**src/rtl/dcp_pkg.sv**
```systemverilog
// Shared definitions for the wiper/control register bank.
// Assumes 4-bit opcodes; values outside 1..9 are undefined and ignored.
package dcp_pkg;

    typedef enum logic [3:0] {
        OP_RD_WORK = 4'h1,
        OP_WR_WORK = 4'h2,
        OP_RD_DATA = 4'h3,
        OP_WR_DATA = 4'h4,
        OP_LOAD    = 4'h5,
        OP_SAVE    = 4'h6,
        OP_GLOAD   = 4'h7,
        OP_GSAVE   = 4'h8,
        OP_STEP    = 4'h9
    } op_e;

    // Control register bit positions (neighbour logic decodes these)
    localparam int CTL_EN_BIT  = 0;
    localparam int CTL_LAT_BIT = 1;
    localparam int CTL_SD_BIT  = 2;

    // One-hot style strobes for an accepted command
    typedef struct packed {
        logic rd_work;
        logic wr_work;
        logic rd_data;
        logic wr_data;
        logic load;
        logic save;
        logic step;
        logic glob;
    } cmd_ctl_t;

    function automatic logic is_nv_op(input logic [3:0] op);
        return (op == OP_WR_DATA) || (op == OP_SAVE) || (op == OP_GSAVE);
    endfunction

    function automatic logic is_rd_op(input logic [3:0] op);
        return (op == OP_RD_WORK) || (op == OP_RD_DATA);
    endfunction

    function automatic logic is_defined_op(input logic [3:0] op);
        return (op >= OP_RD_WORK) && (op <= OP_STEP);
    endfunction

endpackage

```
**src/rtl/dcp_cmd_decode.sv**
```systemverilog
// Command decoder: turns a presented command into strobes.
// Drops everything while busy and refuses nonvolatile writes when
// write protect is low. Purely combinational.
module dcp_cmd_decode
    import dcp_pkg::*;
(
    input  logic       cmd_valid,
    input  logic [3:0] cmd_op,
    input  logic       busy,
    input  logic       wp_n,
    output cmd_ctl_t   ctl,
    output logic       nv_start
);

    logic accept;
    assign accept = cmd_valid && !busy;

    // Opcode to strobe mapping
    always_comb begin
        ctl      = '0;
        nv_start = 1'b0;
        if (accept) begin
            case (cmd_op)
                OP_RD_WORK: ctl.rd_work = 1'b1;
                OP_WR_WORK: ctl.wr_work = 1'b1;
                OP_RD_DATA: ctl.rd_data = 1'b1;
                OP_WR_DATA: begin
                    ctl.wr_data = wp_n;
                    nv_start    = wp_n;
                end
                OP_LOAD:    ctl.load = 1'b1;
                OP_SAVE: begin
                    ctl.save = wp_n;
                    nv_start = wp_n;
                end
                OP_GLOAD: begin
                    ctl.load = 1'b1;
                    ctl.glob = 1'b1;
                end
                OP_GSAVE: begin
                    ctl.save = wp_n;
                    ctl.glob = wp_n;
                    nv_start = wp_n;
                end
                OP_STEP:    ctl.step = 1'b1;
                default:    ;
            endcase
        end
    end

endmodule

```
**src/rtl/dcp_nv_timer.sv**
```systemverilog
// Nonvolatile write timer: busy for BUSY_CYCLES clocks after a start.
// Assumes start only arrives while not busy (decoder guarantees it).
module dcp_nv_timer #(
    parameter int BUSY_CYCLES = 50000
) (
    input  logic clk,
    input  logic rst_n,
    input  logic start,
    output logic busy
);

    localparam int CW = $clog2(BUSY_CYCLES + 1);

    logic [CW-1:0] cnt_q;

    // Load on start, count down to zero otherwise
    always_ff @(posedge clk) begin
        if (!rst_n)
            cnt_q <= '0;
        else if (start)
            cnt_q <= CW'(BUSY_CYCLES);
        else if (cnt_q != '0)
            cnt_q <= cnt_q - CW'(1);
    end

    assign busy = (cnt_q != '0);

endmodule

```
**src/rtl/dcp_unit_store.sv**
```systemverilog
// One unit: a working register plus NREG storage registers.
// Storage registers have no reset, since they model nonvolatile cells.
// Reset recalls storage register 0 into the working register.
// Stepping is only built in when IS_WIPER is set.
module dcp_unit_store
    import dcp_pkg::*;
#(
    parameter int DW       = 6,
    parameter int NREG     = 4,
    parameter bit IS_WIPER = 1'b1,
    localparam int IW      = $clog2(NREG)
) (
    input  logic          clk,
    input  logic          rst_n,
    input  logic          sel,
    input  cmd_ctl_t      ctl,
    input  logic [IW-1:0] idx,
    input  logic [DW-1:0] wdata,
    output logic [DW-1:0] work,
    output logic [DW-1:0] dr_sel,
    output logic [DW-1:0] dr_r0
);

    localparam logic [DW-1:0] TOP_VAL = {DW{1'b1}};

    logic [DW-1:0] dr_q [NREG];
    logic [DW-1:0] work_q;
    logic          hit;

    assign hit = sel || ctl.glob;

    // Storage write: direct data or copy of the working register
    always_ff @(posedge clk) begin
        if (rst_n) begin
            if (hit && ctl.wr_data)
                dr_q[idx] <= wdata;
            else if (hit && ctl.save)
                dr_q[idx] <= work_q;
        end
    end

    // Working register: recall, write, load or step
    always_ff @(posedge clk) begin
        if (!rst_n)
            work_q <= dr_q[0];
        else if (hit && ctl.wr_work)
            work_q <= wdata;
        else if (hit && ctl.load)
            work_q <= dr_q[idx];
        else if (hit && ctl.step && IS_WIPER) begin
            if (wdata[0])
                work_q <= (work_q == TOP_VAL) ? work_q : work_q + DW'(1);
            else
                work_q <= (work_q == '0) ? work_q : work_q - DW'(1);
        end
    end

    assign work   = work_q;
    assign dr_sel = dr_q[idx];
    assign dr_r0  = dr_q[0];

endmodule

```
**src/rtl/dcp_cmp_gate.sv**
```systemverilog
// Comparator output gating for one channel from its control register.
// The held flop tracks the raw input while the freeze bit is clear.
// The output path from cmp_raw is combinational.
module dcp_cmp_gate
    import dcp_pkg::*;
#(
    parameter int DW = 6
) (
    input  logic          clk,
    input  logic          rst_n,
    input  logic [DW-1:0] ctl_reg,
    input  logic          raw,
    output logic          out,
    output logic          oe
);

    logic held_q;

    // Capture raw while not frozen
    always_ff @(posedge clk) begin
        if (!rst_n)
            held_q <= 1'b0;
        else if (!ctl_reg[CTL_LAT_BIT])
            held_q <= raw;
    end

    assign out = ctl_reg[CTL_SD_BIT]  ? 1'b0 :
                 ctl_reg[CTL_LAT_BIT] ? held_q : raw;
    assign oe  = ctl_reg[CTL_EN_BIT];

endmodule

```
**src/rtl/dcp_regbank.sv**
```systemverilog
// Top of the register bank: NCH wiper units and NCH control units,
// each with NREG storage registers, a shared command decoder, a
// nonvolatile busy timer and per-channel comparator gating.
// Assumes commands arrive already decoded, one per cycle.
module dcp_regbank
    import dcp_pkg::*;
#(
    parameter int NCH         = 2,
    parameter int DW          = 6,
    parameter int NREG        = 4,
    parameter int BUSY_CYCLES = 50000,
    localparam int NUNIT      = 2 * NCH,
    localparam int UW         = $clog2(NUNIT),
    localparam int IW         = $clog2(NREG)
) (
    input  logic              clk,
    input  logic              rst_n,
    input  logic              wp_n,
    input  logic              cmd_valid,
    input  logic [3:0]        cmd_op,
    input  logic [UW-1:0]     cmd_unit,
    input  logic [IW-1:0]     cmd_idx,
    input  logic [DW-1:0]     cmd_wdata,
    output logic              rd_valid,
    output logic [DW-1:0]     rd_data,
    output logic              busy,
    output logic [NCH*DW-1:0] wiper_pos,
    input  logic [NCH-1:0]    cmp_raw,
    output logic [NCH-1:0]    cmp_out,
    output logic [NCH-1:0]    cmp_oe
);

    cmd_ctl_t            ctl;
    logic                nv_start;
    logic [DW-1:0]       work_v  [NUNIT];
    logic [DW-1:0]       drsel_v [NUNIT];
    logic [DW-1:0]       r0_v    [NUNIT];
    logic [NUNIT*DW-1:0] work_flat;
    logic [NUNIT*DW-1:0] r0_flat;

    dcp_cmd_decode u_dec (
        .cmd_valid (cmd_valid),
        .cmd_op    (cmd_op),
        .busy      (busy),
        .wp_n      (wp_n),
        .ctl       (ctl),
        .nv_start  (nv_start)
    );

    dcp_nv_timer #(.BUSY_CYCLES(BUSY_CYCLES)) u_timer (
        .clk   (clk),
        .rst_n (rst_n),
        .start (nv_start),
        .busy  (busy)
    );

    for (genvar u = 0; u < NUNIT; u++) begin : g_unit
        dcp_unit_store #(
            .DW       (DW),
            .NREG     (NREG),
            .IS_WIPER (u < NCH)
        ) u_store (
            .clk    (clk),
            .rst_n  (rst_n),
            .sel    (cmd_unit == UW'(u)),
            .ctl    (ctl),
            .idx    (cmd_idx),
            .wdata  (cmd_wdata),
            .work   (work_v[u]),
            .dr_sel (drsel_v[u]),
            .dr_r0  (r0_v[u])
        );
        assign work_flat[u*DW +: DW] = work_v[u];
        assign r0_flat[u*DW +: DW]   = r0_v[u];
    end

    for (genvar c = 0; c < NCH; c++) begin : g_chan
        assign wiper_pos[c*DW +: DW] = work_v[c];

        dcp_cmp_gate #(.DW(DW)) u_gate (
            .clk     (clk),
            .rst_n   (rst_n),
            .ctl_reg (work_v[NCH + c]),
            .raw     (cmp_raw[c]),
            .out     (cmp_out[c]),
            .oe      (cmp_oe[c])
        );
    end

    // Read response register: one cycle after acceptance
    always_ff @(posedge clk) begin
        if (!rst_n) begin
            rd_valid <= 1'b0;
            rd_data  <= '0;
        end else begin
            rd_valid <= ctl.rd_work || ctl.rd_data;
            if (ctl.rd_work)
                rd_data <= work_v[cmd_unit];
            else if (ctl.rd_data)
                rd_data <= drsel_v[cmd_unit];
        end
    end

endmodule

```
**config.mk**
```make
export PLATFORM = sky130hd
export DESIGN_NAME = dcp_regbank
export DESIGN_NICKNAME = d
export VERILOG_FILES = /design/src/rtl/dcp_pkg.sv /design/src/rtl/dcp_cmd_decode.sv /design/src/rtl/dcp_nv_timer.sv /design/src/rtl/dcp_unit_store.sv /design/src/rtl/dcp_cmp_gate.sv /design/src/rtl/dcp_regbank.sv
export SDC_FILE = /design/constraint.sdc
export NUM_CORES = 1
export LEC_CHECK = 0
export BUFFER_PORTS_ARGS = -buffer_cell sky130_fd_sc_hd__buf_2
export CORE_MARGIN = 3
export CORE_UTILIZATION = 43
export DETAILED_ROUTE_END_ITERATION = 8
export GPL_TIMING_DRIVEN = 0
export SYNTH_ARGS = -nofsm -noshare
export SYNTH_HDL_FRONTEND = slang
export SYNTH_HIERARCHICAL = 1
export SYNTH_SLANG_ARGS = --single-unit
```
**constraint.sdc**
```tcl
create_clock -name clk -period 4.8 [get_ports clk]
set_clock_uncertainty 0.2 [all_clocks]
set_input_delay 0.72 -clock clk [delete_from_list [all_inputs] [get_ports clk]]
set_output_delay 0.72 -clock clk [all_outputs]
set_load 0.005 [all_outputs]
```
### Word level (Yosys, flattened, before mapping)

Memory sizes are Yosys's and may differ from the RTL's.
Index checks and enable logic that the tools add are counted.

| cells by class | value |
|---|---|
| $add $sub $neg | 5 |
| magnitude comparators | 1 |
| equality and inequality tests | 22 |
| multiplexer cells | 77 |
| bitwise logic cells | 6 |
| reductions and logical operators | 37 |

Operator list:

| operator | count |
|---|---|
| $mux 6 | 30 |
| $mux 1 | 41 |
| $mux 16 | 2 |
| $bmux 6 s2 | 2 |
| $ne 5x3->1 const B | 4 |
| $logic_and 1x1->1 | 19 |
| $eq 4x3->1 const B | 4 |
| $reduce_bool 16->1 | 1 |
| $sub 16x1->16 const B | 1 |
| $add 6x1->6 const B | 2 |
| $eq 6x6->1 const B | 2 |
| $logic_not 6->1 | 2 |
| $sub 6x1->6 const B | 2 |
| $eq 4x2->1 const B | 2 |
| $eq 4x4->1 const B | 2 |
| $mux 8 | 1 |
| $ne 4x1->1 const B | 2 |
| $ne 3x1->1 const B | 2 |
| $reduce_and 3->1 | 2 |
| $reduce_or 2->1 | 3 |
| $logic_or 1x1->1 | 5 |
| $eq 2x2->1 const B | 2 |
| $eq 4x1->1 const B | 1 |
| $or 1x1->1 | 4 |
| 9 further kinds | 10 |

| word-level totals | value |
|---|---|
| register bits after elaboration | 49 |
| RAM bits | 96 |
| bits of input ports | 20 |
| memories | 4 |

Memory list:

| memory | words | width | rd ports | clocked after memory_dff | wr ports | RTL line | RTL |
|---|---|---|---|---|---|---|---|
| g_unit[0].u_store.dr_q | 4 | 6 | 2 | 0 | 1 | dcp_unit_store.sv:26 | `logic [DW-1:0] dr_q [NREG];` |
| g_unit[1].u_store.dr_q | 4 | 6 | 2 | 0 | 1 | dcp_unit_store.sv:26 |  |
| g_unit[2].u_store.dr_q | 4 | 6 | 2 | 0 | 1 | dcp_unit_store.sv:26 |  |
| g_unit[3].u_store.dr_q | 4 | 6 | 2 | 0 | 1 | dcp_unit_store.sv:26 |  |

### Longest topological paths before layout

Gate-level depths: netlist (run 1).

| logic depth | value |
|---|---|
| depth after elaboration | 11 |
| gate-level depth with buffers | 11 |
| gate-level depth less buffers | 10 |

### Cells and area by module

The synthesis (run 1) kept the hierarchy.

By module, submodules not included:

| module | instances | cells an instance | area an instance (um^2) |
|---|---|---|---|
| dcp_unit_store (g_unit[0].u_store ...) | 2 | 123 | 1627.8 |
| dcp_unit_store (g_unit[2].u_store ...) | 2 | 82 | 1318.8 |
| dcp_nv_timer | 1 | 97 | 897.1 |
| dcp_regbank | 1 | 70 | 661.9 |
| dcp_cmd_decode | 1 | 15 | 103.8 |
| dcp_cmp_gate | 2 | 5 | 47.5 |

### Worst setup path before layout (run 1)

OpenSTA, ideal clock, no wires.

| timing path | value |
|---|---|
| path kind | reg-to-reg |
| from | reg u_timer.cnt_q[0] |
| to | mem g_unit[0].u_store.dr_q[0][0], enable pin |
| library setup time | 386 ps |
| arrival time | 3508 ps |
| setup slack | 706 ps |
| stages on the path, launching flop included | 9 |
| path buffers | 0 |
| clock period less this slack | 4094 ps |
| cells stage by stage | dfxtp_1 -> inv_1 -> ha_1 -> nor3b_1 -> nand4_1 -> nand4bb_1 -> o22ai_1 -> o21ai_0 -> nor4_1 |

RTL lines:

| what | RTL line | RTL |
|---|---|---|
| start: declaration | dcp_nv_timer.sv:14 | `logic [CW-1:0] cnt_q;` |
| start signal: assignment | dcp_nv_timer.sv:21 | `cnt_q <= CW'(BUSY_CYCLES);` |
| start signal: assignment | dcp_nv_timer.sv:23 | `cnt_q <= cnt_q - CW'(1);` |
| end: declaration | dcp_unit_store.sv:26 |  |

==> results of run 1 <==
[power breakdown]
group | switching (W) | internal (W) | total, W
Clock | 0.000524 | 0.000779 | 0.00130
Sequential | 0.0000973 | 0.00144 | 0.00154
Combinational | 0.000455 | 0.000351 | 0.000806
Total | 0.00108 | 0.00257 | 0.00364
[flip-flops by register name, indices dropped and copies added (netlist names)]
name and count:
rd_valid 1, g_chan.u_gate/held_q 2, rd_data 6, g_unit.u_store/work 24, u_timer/cnt_q 16, g_unit.u_store/dr_q 96
[synthesized netlist by cell type, drive strengths merged, types with 3 or more instances]
cell / instances / area [µm²]
a21o: 4 / 30.0
a21oi: 30 / 150
a221oi: 6 / 52.6
a31oi: 15 / 93.8
and3: 4 / 27.5
and4: 4 / 35.0
buf: 16 / 136
clkbuf: 9 / 33.8
dfxtp: 25 / 500
edfxtp: 120 / 3600
ha: 9 / 113
inv: 17 / 63.8
mux2: 46 / 518
mux2i: 6 / 60.1
mux4: 24 / 578
nand2: 55 / 206
nand2b: 5 / 31.3
nand3: 3 / 15.0
nand3b: 3 / 22.5
nand4: 5 / 31.3
nor2: 44 / 165
nor2b: 5 / 31.3
nor3: 6 / 30.0
nor3b: 7 / 85.1
nor4: 15 / 115
o21a: 9 / 67.6
o21ai: 30 / 158
o221ai: 8 / 70.1
o22ai: 13 / 81.3
o31a: 6 / 52.6
o31ai: 4 / 30.0
or2: 4 / 25.0
or3: 3 / 18.8
or3b: 3 / 26.3
or4: 6 / 52.6
xor2: 9 / 78.8
[cells by family after synthesis]
| kind of cell | count (synthesis) |
|---|---|
| and+or+nand+nor | 177 |
| DFF | 145 |
| AOI/OAI and AO/OA | 140 |
| muxes | 76 |
| buffers and inverters | 42 |
| xor gates and xnor gates | 11 |
| adders and majority gates | 11 |
[cell type report]
type,instances,area share [%]
well taps,225,3.20
clock inverters,12,1.52
repair buffers,41,2.41
flip-flops and latches,145,46.7
plain buffers,25,1.94
multi-input cells,416,38.4
clock buffers,20,5.08
inverters,17,0.726
[repair_timing]
action	4_1_cts	5_1_grt
gates cloned	0	1
pin swaps	0	1
gates resized for setup	1	5
setup endpoints to repair	6	96
[metrics by stage]
step	power [W]	utilization, %
6_report	0.00364	50.6
5_1_grt	0.00382	50.6
4_1_cts	0.00364	50.4
3_5_place_dp	0.00234	47.0
3_3_place_gp	0.00231	46.9
2_1_floorplan	0.00213	-
[worst max-delay path, stage by stage, from the launching register on]
cell,delay (ns)
dfxtp_1,0.33
inv_1,0.10
ha_1,0.21
nor3b_1,0.56
nand4_1,0.36
nand4bb_1,0.61
o22ai_4,0.57
o21ai_0,0.32
nor3b_2,0.59
mux2_2,0.45
[metal layers]
metal  up-vias  share of wire, %  track usage, %
met4         0               2.1            7.16
li1       2518                 -               -
met3        34               7.3            3.81
met5         -                 0               0
met1      2728                43            28.7
met2       273                47            32.4
[how the worst min path moves through the flow]
stage	depth (start not counted)	from	slack, ns	to
floorplan	2	u_timer/cnt_q[3]$_SDFFE_PP0P_	0.28	u_timer/cnt_q[3]$_SDFFE_PP0P_
global placement	2	u_timer/cnt_q[3]$_SDFFE_PP0P_	0.29	u_timer/cnt_q[3]$_SDFFE_PP0P_
detailed placement	2	u_timer/cnt_q[3]$_SDFFE_PP0P_	0.31	u_timer/cnt_q[3]$_SDFFE_PP0P_
CTS	2	u_timer/cnt_q[3]$_SDFFE_PP0P_	0.32	u_timer/cnt_q[3]$_SDFFE_PP0P_
global route	2	g_chan[1].u_gate/held_q$_SDFF_PN0_	0.36	g_chan[1].u_gate/held_q$_SDFF_PN0_
finish	2	u_timer/cnt_q[3]$_SDFFE_PP0P_	0.32	u_timer/cnt_q[3]$_SDFFE_PP0P_
==> impl_metrics.tcl, run 1 <==
set metrics [dict create \
    muxShareOfSynthArea_pct 15.1 \
    rsz0062_at_grt "yes" \
    synth_edf_count 120 \
    hold_path.class "reg -> reg" \
    peakVddDrop_mv 0.340 \
    port_buffers 40 \
    crit_arrival_ns 4.53 \
    final_cell_mix "edfxtp_1, nand2_1, buf_2" \
    die_h_um 139 \
    cellPowerDensity_nw_per_um2 415 \
    critPathCaptureType "register" \
    wire_per_inst_um 22.4 \
    hold_viol 0 \
    pre_cts_ws_ns -0.146 \
    synth_compound_area_share_pct 12.3 \
    ys_ff_latch 145 \
    syn_area_um2 7650 \
    post_cts_buffers 0 \
    slew-limit-headroom_pct 11.1 \
    yosysUniqueCellTypes 65 \
    drtPass1Iterations 6 \
    drv_cap 0 \
    cts.sinks 145 \
    synth-simple-area-share_pct 12.6 \
    cts_tree "yes" \
    period_needed_ns 4.57 \
    core_um2 17400 \
    drv_slew 0 \
    setup_viol 0 \
    final_common_cell "edfxtp_1" \
    reg2reg_to "g_unit[1].u_store/dr_q[2][5]$_DFFE_PP_" \
    clock_latency_ns 0.43 \
    multi_input_area_um2 3370 \
    clock-root-buffer "clkbuf_16" \
    cp_max_fo 10 \
    synth_xor_area_share_pct 1.26 \
    grt_first_pass_wirelength_um 30700 \
    nNetsFinal 694 \
    grt_pass1_vias 5413 \
    gr-usage-all-layers_pct 20.6 \
    clockBufferDepth 2 \
    num_vias 5553 \
    routed_wl_um 20100 \
    ys.flop_type "edfxtp_1" \
    drc 0 \
    tightest_slew_ns 1.33 \
    final_cell_area_um2 8790 \
    instances_no_fill 901 \
    tns_ns 0 \
    hold-worst-slack_ns 0.316 \
    routed_via_density 6.16 \
    worst_slack_ns 0.232 \
    place_area_um2 8160 \
    num_rows 48 \
    dieArea_um2 19400 \
    synth_top_family_by_area "multiplexers" \
    yosys_warnings 6 \
    leakage_nw 3.02 \
    initial_core_util_pct 44.1 \
    syn_area_per_cell_um2 12.7 \
    period_share_pct 95.2 \
    cp-endpoint "g_unit[1].u_store/dr_q[2][5]$_DFFE_PP_" \
    cts_buffers 17 \
    area_delta_synth_final_pct 14.8 \
    worstSetupPathType "reg -> reg" \
    startpoint_type "register" \
    hpwl_um 13900 \
    max_freq_ghz 0.219 \
    gp_congestion 1.01 \
    regArea_um2 4100 \
    htreeDepth 4 \
    synth_cells 602 \
    outcome "finished, final reports clean" \
    die_x_um 139 \
    path_clk_slew_ns 0.06 \
    ant_nets 0 \
    r2r_cells 9 \
    antenna_found_initial 0 \
    worstPathRequired_ns 4.76 \
    synthAdderAreaFrac_pct 2.00 \
    synth-seq-area-share_pct 53.6 \
    r2r_start "u_timer/cnt_q[0]$_SDFFE_PP0P_" \
    reg2reg_slack_ns 0.23 \
    drtIter0Drc 754 \
    ioPinCount 44 \
    n_fill_cell 1503 \
    syn-num-nets 633 \
    grt_max_degree 43 \
    cts_hold_buf 0 \
    final_layout_size_suffix_gt1_share_pct 24.4 \
    critPathLaunch "u_timer/cnt_q[0]$_SDFFE_PP0P_" \
    antenna-diode-count 0 \
    async_reset_ff_share_pct 0 \
    placed_cells 868 \
    overflow 0 \
]
No activity file was read; power rests on OpenSTA's default activity.
==> run 2: changes to the inputs <==
--- a/config.mk
+++ b/config.mk
@@ -12,5 +12,4 @@
 export GPL_TIMING_DRIVEN = 0
 export SYNTH_ARGS = -nofsm -noshare
 export SYNTH_HDL_FRONTEND = slang
-export SYNTH_HIERARCHICAL = 1
 export SYNTH_SLANG_ARGS = --single-unit
==> impl_metrics.tcl, run 2 <==
set metrics [dict create \
    drtPass1Iterations 5 \
    final_common_cell "edfxtp_1" \
    nNetsFinal 642 \
    cts_tree "yes" \
    antenna-diode-count 0 \
    startpoint_type "register" \
    yosysMostFrequentCell "edfxtp_1" \
    power.share.switching_pct 30.9 \
    crit_arrival_ns 3.57 \
    leakage_nw 2.90 \
    cts.sinks 145 \
    crit_slowest_cell "nor3_1" \
    path_clk_slew_ns 0.06 \
    setup_viol 0 \
    hold_viol 0 \
    core_um2 16800 \
    area_delta_synth_final_pct 14.1 \
    r2r_cells 6 \
    drtIter0Drc 526 \
    instances_no_fill 842 \
    synth_cells 553 \
    hpwl_um 15500 \
    grt_first_pass_wirelength_um 31700 \
    routed_wl_um 21000 \
    ioPinCount 44 \
    placed_cells 811 \
    path_cells "nor4_4, and3_1, o2111ai_1, nor2_1, o21ai_0, nor3_1" \
    cp_max_fo 8 \
    peakVddDrop_mv 0.319 \
    cts_resized 0 \
    antenna_found_initial 0 \
    num_vias 5125 \
    worst_slack_ns 1.07 \
    async_reset_ff_share_pct 0 \
    num_rows 47 \
    clockBufferDepth 2 \
    path_depth 6 \
    fin_util_pct 50.7 \
    ant_nets 0 \
    port_buffers 38 \
    ys.flop_type "edfxtp_1" \
    regArea_um2 4100 \
    dieArea_um2 19000 \
    drv_cap 0 \
    outcome "finished, final reports clean" \
    combPwrFrac_pct 22.5 \
    max_freq_ghz 0.268 \
    final_cell_mix "edfxtp_1, nor2_1, buf_2" \
    synth_top_area_share_pct 48.2 \
    syn_area_um2 7470 \
    clock_latency_ns 0.43 \
    cp_num_buf_inv 0 \
    routed_via_density 6.09 \
    largest_reg_flops 96 \
    ys_ff_latch 145 \
    slowest_delay_ns 0.87 \
    final_layout_size_suffix_gt1_share_pct 24.8 \
    min_path_cells 2 \
    gp_congestion 0.960 \
    power_w 0.00376 \
    synth_edf_count 120 \
    period_share_pct 77.7 \
    post_cts_buffers 0 \
    worstPathRequired_ns 4.64 \
    overflow 0 \
    drv_slew 0 \
    die_x_um 138 \
    intPower_w 0.00260 \
    rsz0062_at_grt "no" \
    tns_ns 0 \
    drc 0 \
    grt_max_degree 17 \
    seqPwrFrac_pct 41.6 \
    period_needed_ns 3.73 \
    largest-register "g_unit.u_store.dr_q" \
    yosys_warnings 0 \
    synthTopCellsByArea "edfxtp_1, mux4_2, dfxtp_1, nor2_1, mux2i_1" \
    cellPowerDensity_nw_per_um2 441 \
    grt_pass1_vias 5164 \
    p_sw_w 0.00116 \
    critPathCaptureType "register" \
    cts_buffers 17 \
    die_h_um 138 \
    pre_cts_ws_ns 0.844 \
    tightest_slew_ns 1.14 \
    n_fill_cell 1479 \
    htreeDepth 4 \
    yosys-top-cells-count "edfxtp_1, nor2_1, mux4_2, a21oi_1, dfxtp_1" \
    synth_area_leader_cell "edfxtp_1" \
    synth-seq-area-share_pct 54.9 \
    hold_path.class "reg -> reg" \
    cts_hold_buf 0 \
    syn_area_per_cell_um2 13.5 \
    yosysUniqueCellTypes 59 \
    multi_input_area_um2 3200 \
    clock-root-buffer "clkbuf_16" \
    initial_core_util_pct 44.4 \
    cpLargestDelayFamily "simple AND/OR/NAND/NOR gates" \
    worstSetupPathType "reg -> reg" \
    wire_per_inst_um 24.9 \
    clkPwrFrac_pct 35.9 \
    syn-num-nets 585 \
    slew-limit-headroom_pct 23.5 \
    gr-usage-all-layers_pct 23.4 \
]
## run 2: cell count changes in the layout (fill, tap and decap cells not counted), sizes merged, moves of 9 or more
| cell | change |
|---|---|
| a211oi | +19 |
| a31oi | -14 |
| mux2 | -22 |
| mux2i | +14 |
| mux4 | +12 |
| nand2 | -41 |
| nor2 | +33 |
| o21ai | -9 |
| o22ai | -14 |
| o2bb2ai | +10 |
## run 2: logic make-up (layout without fill, tap and decap cells)
group | after synthesis | count (layout) | share of synthesized area, %
compound gates | 101 | 101 | 9.19
xor+xnor | 22 | 22 | 2.58
fa+ha+maj | 12 | 12 | 2.21
buf+inv | 36 | 105 | 2.19
flops | 145 | 145 | 54.9
mux | 80 | 80 | 17.1
simple gates | 157 | 157 | 11.7
## run 2: area by class of cell
| type | instances | share of cell area (%) |
|---|---|---|
| Clock inverter | 12 | 1.83 |
| Sequential cell | 145 | 48.1 |
| Multi-Input combinational cell | 372 | 37.6 |
| Tap cell | 220 | 3.23 |
| Timing Repair Buffer | 38 | 2.23 |
| Clock buffer | 19 | 5.08 |
| Inverter | 8 | 0.352 |
| Buffer | 28 | 1.57 |
## run 2: worst register-to-register path: stages (launching register included)
cell       delay (ns)
dfxtp_1          0.37
nor4_4           0.47
and3_1           0.27
o2111ai_1        0.40
nor2_1           0.47
o21ai_0          0.31
nor3_1           0.87
## run 2: power by group through the flow
stage	combinational, W	sequential [W]	clock (W)
3_3_place_gp	0.000812	0.00158	0
5_1_grt	0.000939	0.00157	0.00143
3_5_place_dp	0.000833	0.00159	0
2_1_floorplan	0.000634	0.00155	0
6_report	0.000844	0.00157	0.00135
4_1_cts	0.000838	0.00156	0.00137
## run 2: path summary, 6_finish.rpt
kind                                      start                                      to  slack, ns
min reg2reg  g_chan[0].u_gate.held_q$_SDFF_PN0_      g_chan[0].u_gate.held_q$_SDFF_PN0_       0.29
max               u_timer.cnt_q[8]$_SDFFE_PN0P_  g_unit[3].u_store.dr_q[0][2]$_DFFE_PP_       1.07
max reg2reg       u_timer.cnt_q[8]$_SDFFE_PN0P_  g_unit[3].u_store.dr_q[0][2]$_DFFE_PP_       1.07
min          g_chan[0].u_gate.held_q$_SDFF_PN0_      g_chan[0].u_gate.held_q$_SDFF_PN0_       0.29
## run 2: per-stage QoR
stage | area, µm² | hold slack (ns)
floorplan | 7470 | 0.260
global placement | 7940 | 0.276
detailed placement | 7940 | 0.292
CTS | 8530 | 0.301
global route | 8530 | 0.331
finish | 8530 | 0.292
## run 2: layer usage
metal  vias up  share of wire, %  global-route usage [%]
met5         -                 0                       0
met4         0               3.7                    8.73
met3        46               6.7                    6.46
met2       180                47                    37.2
met1      2629                42                    30.7
li1       2270                 -                       -
